`src/rtl/calib_pkg.sv`:
```
package calib_pkg;

  localparam int NIBBLE_W = 4;
  localparam int CODE_W   = 2 * NIBBLE_W;

  typedef struct packed {
    logic load;
  } ctrlStrobe_t;

  // Build the protected byte for one data nibble.
  function automatic logic [CODE_W-1:0] encodeNibble(input logic [NIBBLE_W-1:0] n);
    return {n[1] ^ n[3], n[0] ^ n[2], n[2] ^ n[3], n[0] ^ n[1], n};
  endfunction

endpackage

```
`src/rtl/calib_ctrl.sv`:
```
module calib_ctrl
  import calib_pkg::*;
(
  input  logic        clk,
  input  logic        rstN,
  input  logic        inValid,
  output ctrlStrobe_t strobe,
  output logic        outValid
);

  always_comb begin
    strobe      = '0;
    strobe.load = inValid;
  end

  always_ff @(posedge clk) begin
    if (!rstN) outValid <= 1'b0;
    else       outValid <= inValid;
  end

endmodule

```
`src/rtl/calib_datapath.sv`:
```
module calib_datapath
  import calib_pkg::*;
#(
  parameter int DATA_BYTES = 4
) (
  input  logic                           clk,
  input  logic                           rstN,
  input  ctrlStrobe_t                    strobe,
  input  logic [2*DATA_BYTES*CODE_W-1:0] codeBytes,
  output logic                           errFlag,
  output logic [DATA_BYTES*CODE_W-1:0]   dataWord
);

  localparam int CODE_BYTES = 2 * DATA_BYTES;
  localparam int WORD_W     = DATA_BYTES * CODE_W;

  logic [CODE_BYTES-1:0] byteOk;
  logic [WORD_W-1:0]     rawWord;
  logic                  anyBad;

  for (genvar i = 0; i < CODE_BYTES; i++) begin : g_check
    logic [CODE_W-1:0] cb;
    assign cb        = codeBytes[i*CODE_W +: CODE_W];
    assign byteOk[i] = (cb == encodeNibble(cb[NIBBLE_W-1:0]));
  end

  for (genvar k = 0; k < DATA_BYTES; k++) begin : g_pair
    // even byte carries the low nibble, odd byte the high nibble
    assign rawWord[k*CODE_W +: NIBBLE_W] =
      codeBytes[(2*k)*CODE_W +: NIBBLE_W];
    assign rawWord[k*CODE_W + NIBBLE_W +: NIBBLE_W] =
      codeBytes[(2*k+1)*CODE_W +: NIBBLE_W];
  end

  assign anyBad = ~&byteOk;

  always_ff @(posedge clk) begin
    if (!rstN) begin
      errFlag  <= 1'b0;
      dataWord <= '0;
    end else if (strobe.load) begin
      errFlag  <= anyBad;
      dataWord <= anyBad ? '0 : rawWord;
    end
  end

endmodule

```
`src/rtl/calib_nibble_decoder.sv`:
```
module calib_nibble_decoder
  import calib_pkg::*;
#(
  parameter int DATA_BYTES = 4
) (
  input  logic                                 clk,
  input  logic                                 rstN,
  input  logic                                 inValid,
  input  logic [2*DATA_BYTES*CODE_W-1:0]       codeBytes,
  output logic                                 outValid,
  output logic                                 outError,
  output logic [DATA_BYTES*CODE_W/2-1:0]       calLow,
  output logic [DATA_BYTES*CODE_W/2-1:0]       calHigh
);

  localparam int WORD_W  = DATA_BYTES * CODE_W;
  localparam int POINT_W = WORD_W / 2;

  ctrlStrobe_t       strobe;
  logic [WORD_W-1:0] dataWord;

  calib_ctrl i_ctrl (
    .clk      (clk),
    .rstN     (rstN),
    .inValid  (inValid),
    .strobe   (strobe),
    .outValid (outValid)
  );

  calib_datapath #(.DATA_BYTES(DATA_BYTES)) i_datapath (
    .clk       (clk),
    .rstN      (rstN),
    .strobe    (strobe),
    .codeBytes (codeBytes),
    .errFlag   (outError),
    .dataWord  (dataWord)
  );

  assign calLow  = dataWord[POINT_W-1:0];
  assign calHigh = dataWord[WORD_W-1:POINT_W];

endmodule

```
`config.mk`:
```
export PLATFORM = sky130hd
export DESIGN_NAME = calib_nibble_decoder
export DESIGN_NICKNAME = d
export VERILOG_FILES = /design/src/rtl/calib_pkg.sv /design/src/rtl/calib_ctrl.sv /design/src/rtl/calib_datapath.sv /design/src/rtl/calib_nibble_decoder.sv
export SDC_FILE = /design/constraint.sdc
export NUM_CORES = 1
export LEC_CHECK = 0
export ABC_CLOCK_PERIOD_IN_PS = 2600
export BUFFER_PORTS_ARGS = -buffer_cell sky130_fd_sc_hd__buf_4
export CORE_ASPECT_RATIO = 0.8
export CORE_MARGIN = 5
export CORE_UTILIZATION = 30
export CTS_CLUSTER_DIAMETER = 100
export DETAILED_ROUTE_END_ITERATION = 10
export GPL_TIMING_DRIVEN = 1
export HOLD_SLACK_MARGIN = 0.15
export PLACE_DENSITY = 0.6
export SLEW_MARGIN = 20
export SYNTH_ARGS = -nofsm -noshare
export SYNTH_HDL_FRONTEND = slang
export SYNTH_SLANG_ARGS = --single-unit
```
`constraint.sdc`:
```
create_clock -name clk -period 2.6 [get_ports clk]
set_input_delay 0.26 -clock clk [delete_from_list [all_inputs] [get_ports clk]]
set_output_delay 0.26 -clock clk [all_outputs]
set_load 0.01 [all_outputs]
```
==> flow_summary.toml, run 1 <==
[global_route]
grt_max_degree = 67
gr-usage-all-layers_pct = 14.8
grt_pass1_wl_um = 11000
grt_remaining_overflow = 0
grt_pass1_vias = 2119
antenna_found_initial = 0

[finish]
drive_gt1_share_pct = 47.0
n_antenna_cell = 0
design_area_sq_um = 3210
areaGrowthSynthToFinish_pct = 40.0
multi_input_area_sq_um = 1480
fin_nets = 386
ff_latch_area_sq_um = 681
num-fill-cells = 755
final_util_pct = 43.2

[timing]
timing.fmax_mhz = 409
finalSetupViolCount = 0
finalCritPeriodShare_pct = 94.1
finClkSkew_ns = 0
timing.final.ws_setup_ns = 0.155
rsz0062_at_grt = "false"
fin_crit_ns = 2.45
slew_headroom_pct = 55.7
tightestPinTransition_ns = 0.665
finalHoldViolations = 0
finalMaxSlewViolations = 0

[critical_path]
cpMostUsedCell = "buf_4"
cpPeakStageDelay_ns = 0.70
cpMaxStageDelayCell = "or4_2"
cp-start-kind = "primary input"
cp_data_required_time_ns = 2.77
cp_max_fo = 11
criticalPathCategory = "in -> reg"
crit_chain = "buf_4, xor2_1, mux2_4, or4_1, or4_2, buf_4, o41ai_1"
cp-end-kind = "register"
critical_path_arrival_ns = 2.62
r2r.worst_path.cells = 2

[logic_synthesis]
yosys.cell_count.top_type = "dfxtp_1"
synth_area_leaders = "dfxtp_1 (30%), o41ai_2 (21%), nand3b_1 (10%)"
ys_top_cells_by_count = "dfxtp_1 (34), nand2_1 (32), nand3b_1 (32), o41ai_2 (29), xnor2_1 (19)"
synth_top_area_share_pct = 29.7
netlist_area_sq_um = 2290
synth_cell_types = 35
synth_enable_flop_cells = 0
yosysWarnings = 0
synthArstFlopShare_pct = 0
synthFlopType = "dfxtp_1"
yosysTopAreaCell = "dfxtp_1"
yosysSeqAreaShare_pct = 29.7
ys_ff_latch = 34
syn_nets = 289
syn_inst = 222
synth.avg_cell_area_sq_um = 10.3

[clock_tree]
clk_pin_slew_ns = 0.06
postCtsHoldBufs = 0
postCtsSetupBuffers = 0
clock_latency_ns = 0.27
clock_sinks = 34
cts_tree = "built"
cts_buffer_depth = 2
htree_levels = 2
ctsResizeCount = 0
numCtsBuffers = 5
clock_tree.root_cell = "clkbuf_8"

[routing]
num_vias = 2031
drt_iter0_drc = 69
wl_um = 7000
ant_nets = 0
drc_errors = 0
dr.pass1.iters = 4
vias_per_cell = 4.79
wl_per_cell_um = 16.5

[place]
place_hpwl_um = 5250
numPortBuffers = 100
placed_area_sq_um = 3130
place_ws_ns = -0.154
gp_congestion = 0.750

[floorplan]
initial_core_util_pct = 30.9
die_y_um = 88.2
rows = 28
dieArea_sq_um = 9500
die_x_um = 108
ios = 101
core_area_sq_um = 7430

[power]
power_uw = 1180
peakVddDrop_v = 0.000171
power_density_nw_per_um2 = 369
leakagePower_uw = 0.00142

[hold_path]
hold_path.class = "in -> reg"
hold_path_depth = 3

[run_status]
outcome = "completed"

[run]
maxCapViolations = 0
==> kinds of logic after synthesis <==
kind of cell / after synthesis / share of synthesized area [%]
buffers and inverters: 20 / 5.73
AO/OA/AOI/OAI: 43 / 25.6
XOR/XNOR: 37 / 14.1
AND/OR/NAND/NOR: 78 / 20.0
flip-flops: 34 / 29.7
multiplexers: 10 / 4.80
==> per-stage QoR <==
stage,TNS [ns],hold WS (ns),instances
after floorplan,0,0.396,222
after global placement,-1.53,0.480,417
after detailed placement,-2.72,0.479,417
after CTS,0,0.233,424
after global routing,0,0.235,424
final,0,0.245,424
==> registers in the layout, summed over array words and instances, names as in the netlist <==
name                 flops
i_datapath.dataWord     32
i_datapath.errFlag       1
i_ctrl.outValid          1
==> worst max-delay path, delay by kind of cell <==
kind / cells / cell delay [ns]
AOI/OAI and AO/OA: 1 / 0.35
xor gates and xnor gates: 1 / 0.19
buffers and inverters: 2 / 0.35
muxes: 1 / 0.31
and+or+nand+nor: 2 / 1.15
==> metal layers <==
metal / vias up / wire, um / global-route usage [%]
li1: 1017 / - / -
met1: 939 / 3580 / 21.5
met2: 70 / 2900 / 21.7
met3: 5 / 487 / 4.72
met4: 0 / 38 / 2.75
met5: - / 0 / 0
==> report_power, final <==
part | internal (uW) | switching [uW]
registers | 523 | 0.902
clock network | 184 | 179
logic | 149 | 148
==> worst paths after layout <==
kind	from	end	slack, ns
worst min-delay path	codeBytes[43]	i_datapath.dataWord[23]	0.25
worst max-delay path	codeBytes[34]	i_datapath.dataWord[24]	0.15
worst min register to register	i_datapath.dataWord[23]	i_datapath.dataWord[23]	0.50
worst max register to register	i_datapath.errFlag	i_datapath.errFlag	1.92
==> final cells by class <==
| class | instances | area share, % |
|---|---|---|
| clock buffer | 7 | 2.38 |
| multi-input combinational | 168 | 46.2 |
| sequential | 34 | 21.2 |
| tap | 105 | 4.09 |
| timing repair buffer | 110 | 26.1 |
==> placed cells by master, fill, tap and decap left out, types with 3 or more instances in the layout <==
cell      synthesis  routed
nand3b_1         32      32
xor2_1           18      18
mux2i_1           7       7
dfxtp_1          34      34
clkbuf_8          0       5
nand2_1          32      32
xnor2_1          19      19
o41ai_2          29      29
buf_4             0     109
o41ai_1           3       3
No activity file was read; power rests on OpenSTA's default activity.
==> run 2, diff against run 1 <==
- ABC_AREA: not set -> 1
- CAP_MARGIN: not set -> 25
- GPL_ROUTABILITY_DRIVEN: not set -> 0
==> flow_summary.toml, run 2 <==
[logic_synthesis]
yosysSeqAreaShare_pct = 29.1
synth.avg_cell_area_sq_um = 6.05
syn_inst = 387
ys_top_cells_by_count = "nand2_1 (183), inv_1 (52), dfxtp_1 (34), mux2i_1 (32), nor2_1 (32)"
synthArstFlopShare_pct = 0
synthFlopType = "dfxtp_1"
yosysWarnings = 0
synth_area_leaders = "nand2_1 (29%), dfxtp_1 (29%), mux2i_1 (14%)"
synth_cell_types = 16
synth_enable_flop_cells = 0
yosys.cell_count.top_type = "nand2_1"
synth_top_area_share_pct = 29.3
yosysTopAreaCell = "nand2_1"
ys_ff_latch = 34
netlist_area_sq_um = 2340
syn_nets = 454

[timing]
finalSetupViolCount = 0
fin_crit_ns = 1.47
finalSetupTns_ns = 0
finalCritPeriodShare_pct = 56.6
tightestPinTransition_ns = 0.599
timing.fmax_mhz = 680
rsz0062_at_grt = "false"
finalHoldViolations = 0
slew_headroom_pct = 60.1
finalMaxSlewViolations = 0
finClkSkew_ns = 0

[critical_path]
cp-end-kind = "register"
endpoint = "i_datapath.dataWord[12]"
cpPeakStageDelay_ns = 0.25
r2r_start = "i_datapath.dataWord[24]"
cp_max_fo = 32
critical_path_arrival_ns = 1.69
cp-start-kind = "primary input"
cp_top_family = "simple AND/OR/NAND/NOR gates"
crit_chain = "buf_4, inv_1, nand2_1, nand2_1, nand2_1, nand2_1, nand2_1, nor2_1, nand2_1, nor2_1, nand2_1, nand2_2, nand2_4, nor2_1"
startpoint = "codeBytes[57]"
criticalPathCategory = "in -> reg"
r2r-end = "i_datapath.dataWord[24]"
rrSetupSlack_ns = 1.94
cp.depth = 14
r2r.worst_path.cells = 2
cp_data_required_time_ns = 2.82
cpMostUsedCell = "nand2_1"
cpMaxStageDelayCell = "nand2_4"
crit_buf_inv = 2

[finish]
final_util_pct = 43.8
largest_register = "i_datapath.dataWord"
fin_nets = 554
n_antenna_cell = 0
areaGrowthSynthToFinish_pct = 40.2
layout_commonest_cell = "nand2_1"
num-fill-cells = 820
final_cell_mix = "nand2_1 (183), buf_4 (100), inv_1 (52)"
reg_top3 = "i_datapath.dataWord (32), i_ctrl.outValid (1), i_datapath.errFlag (1)"
drive_gt1_share_pct = 24.8
largest_register_ffs = 32

[clock_tree]
clock_latency_ns = 0.29
clock_tree.root_cell = "clkbuf_8"
cts_buffer_depth = 2
postCtsSetupBuffers = 0
cts_tree = "built"
htree_levels = 2
postCtsHoldBufs = 0
clock_sinks = 34
clk_pin_slew_ns = 0.07
ctsResizeCount = 0
numCtsBuffers = 5

[run_status]
outcome = "completed"

[global_route]
antenna_found_initial = 0
grt_pass1_wl_um = 10400
grt_max_degree = 36
gr-usage-all-layers_pct = 13.4
grt_pass1_vias = 2444
grt_remaining_overflow = 0

[floorplan]
dieArea_sq_um = 9690
rows = 28
core_area_sq_um = 7500
die_x_um = 109
ios = 101
initial_core_util_pct = 31.2
die_y_um = 89.0

[routing]
num_vias = 2559
vias_per_cell = 4.32
drt_iter0_drc = 63
dr.pass1.iters = 4
drc_errors = 0
ant_nets = 0
wl_per_cell_um = 10.9
wl_um = 6450

[hold_path]
hold_path.class = "in -> reg"

[run]
maxCapViolations = 0

[power]
power_density_nw_per_um2 = 412
peakVddDrop_v = 0.000228
leakagePower_uw = 0.00196

[place]
numPortBuffers = 100
place_hpwl_um = 5280
[run 2: logic make-up after synthesis]
family,share of synthesized area [%]
mux,13.7
buf+inv,10.6
flops,29.1
compound gates,0.213
simple gates,46.4
[run 2: layer usage]
| layer | vias up | share of wire (%) | GRT usage (%) |
|---|---|---|---|
| li1 | 1376 | - | - |
| met5 | - | 0 | 0 |
| met4 | 0 | 1.0 | 4.59 |
| met1 | 1091 | 47 | 16.2 |
| met2 | 85 | 44 | 22.5 |
| met3 | 7 | 8.1 | 4.69 |
[run 2: area by class of cell]
class / count / area, sq um / share of cell area (%)
clock buffers: 8 / 110 / 3.35
inverters: 53 / 199 / 6.06
multi-input cells: 293 / 1410 / 43.0
flip-flops and latches: 34 / 681 / 20.7
well taps: 105 / 131 / 4.00
repair buffers: 100 / 751 / 22.9
[run 2: tightest hold or removal path, stage by stage]
cell	delay, ns
buf_4	0.11
nand2_1	0.05
inv_1	0.04
[run 2: worst min path at each step]
| stage | from | end | cells past startpoint |
|---|---|---|---|
| after CTS | rstN | i_ctrl.outValid | 3 |
| after global routing | rstN | i_ctrl.outValid | 3 |
| after detailed placement | i_datapath.errFlag | i_datapath.errFlag | 2 |
| final | rstN | i_ctrl.outValid | 3 |
| after floorplan | rstN | i_ctrl.outValid | 2 |
| after global placement | i_datapath.errFlag | i_datapath.errFlag | 2 |
[run 2: power by group]
group          switching [uW]  internal, uW
clock                     188           267
combinational             180           170
sequential               9.81           539
total                     378           976
[run 2: per-stage QoR]
stage / hold slack, ns / setup WS [ns] / instances / power [uW] / cell area [sq um]
after floorplan: 0.358 / 1.27 / 387 / 755 / 2340
after global placement: 0.464 / 0.855 / 585 / 907 / 3170
after detailed placement: 0.461 / 0.811 / 585 / 913 / 3170
after CTS: 0.193 / 1.11 / 593 / 1370 / 3280
after global routing: 0.191 / 0.952 / 593 / 1450 / 3280
final: 0.202 / 1.13 / 593 / 1350 / 3280
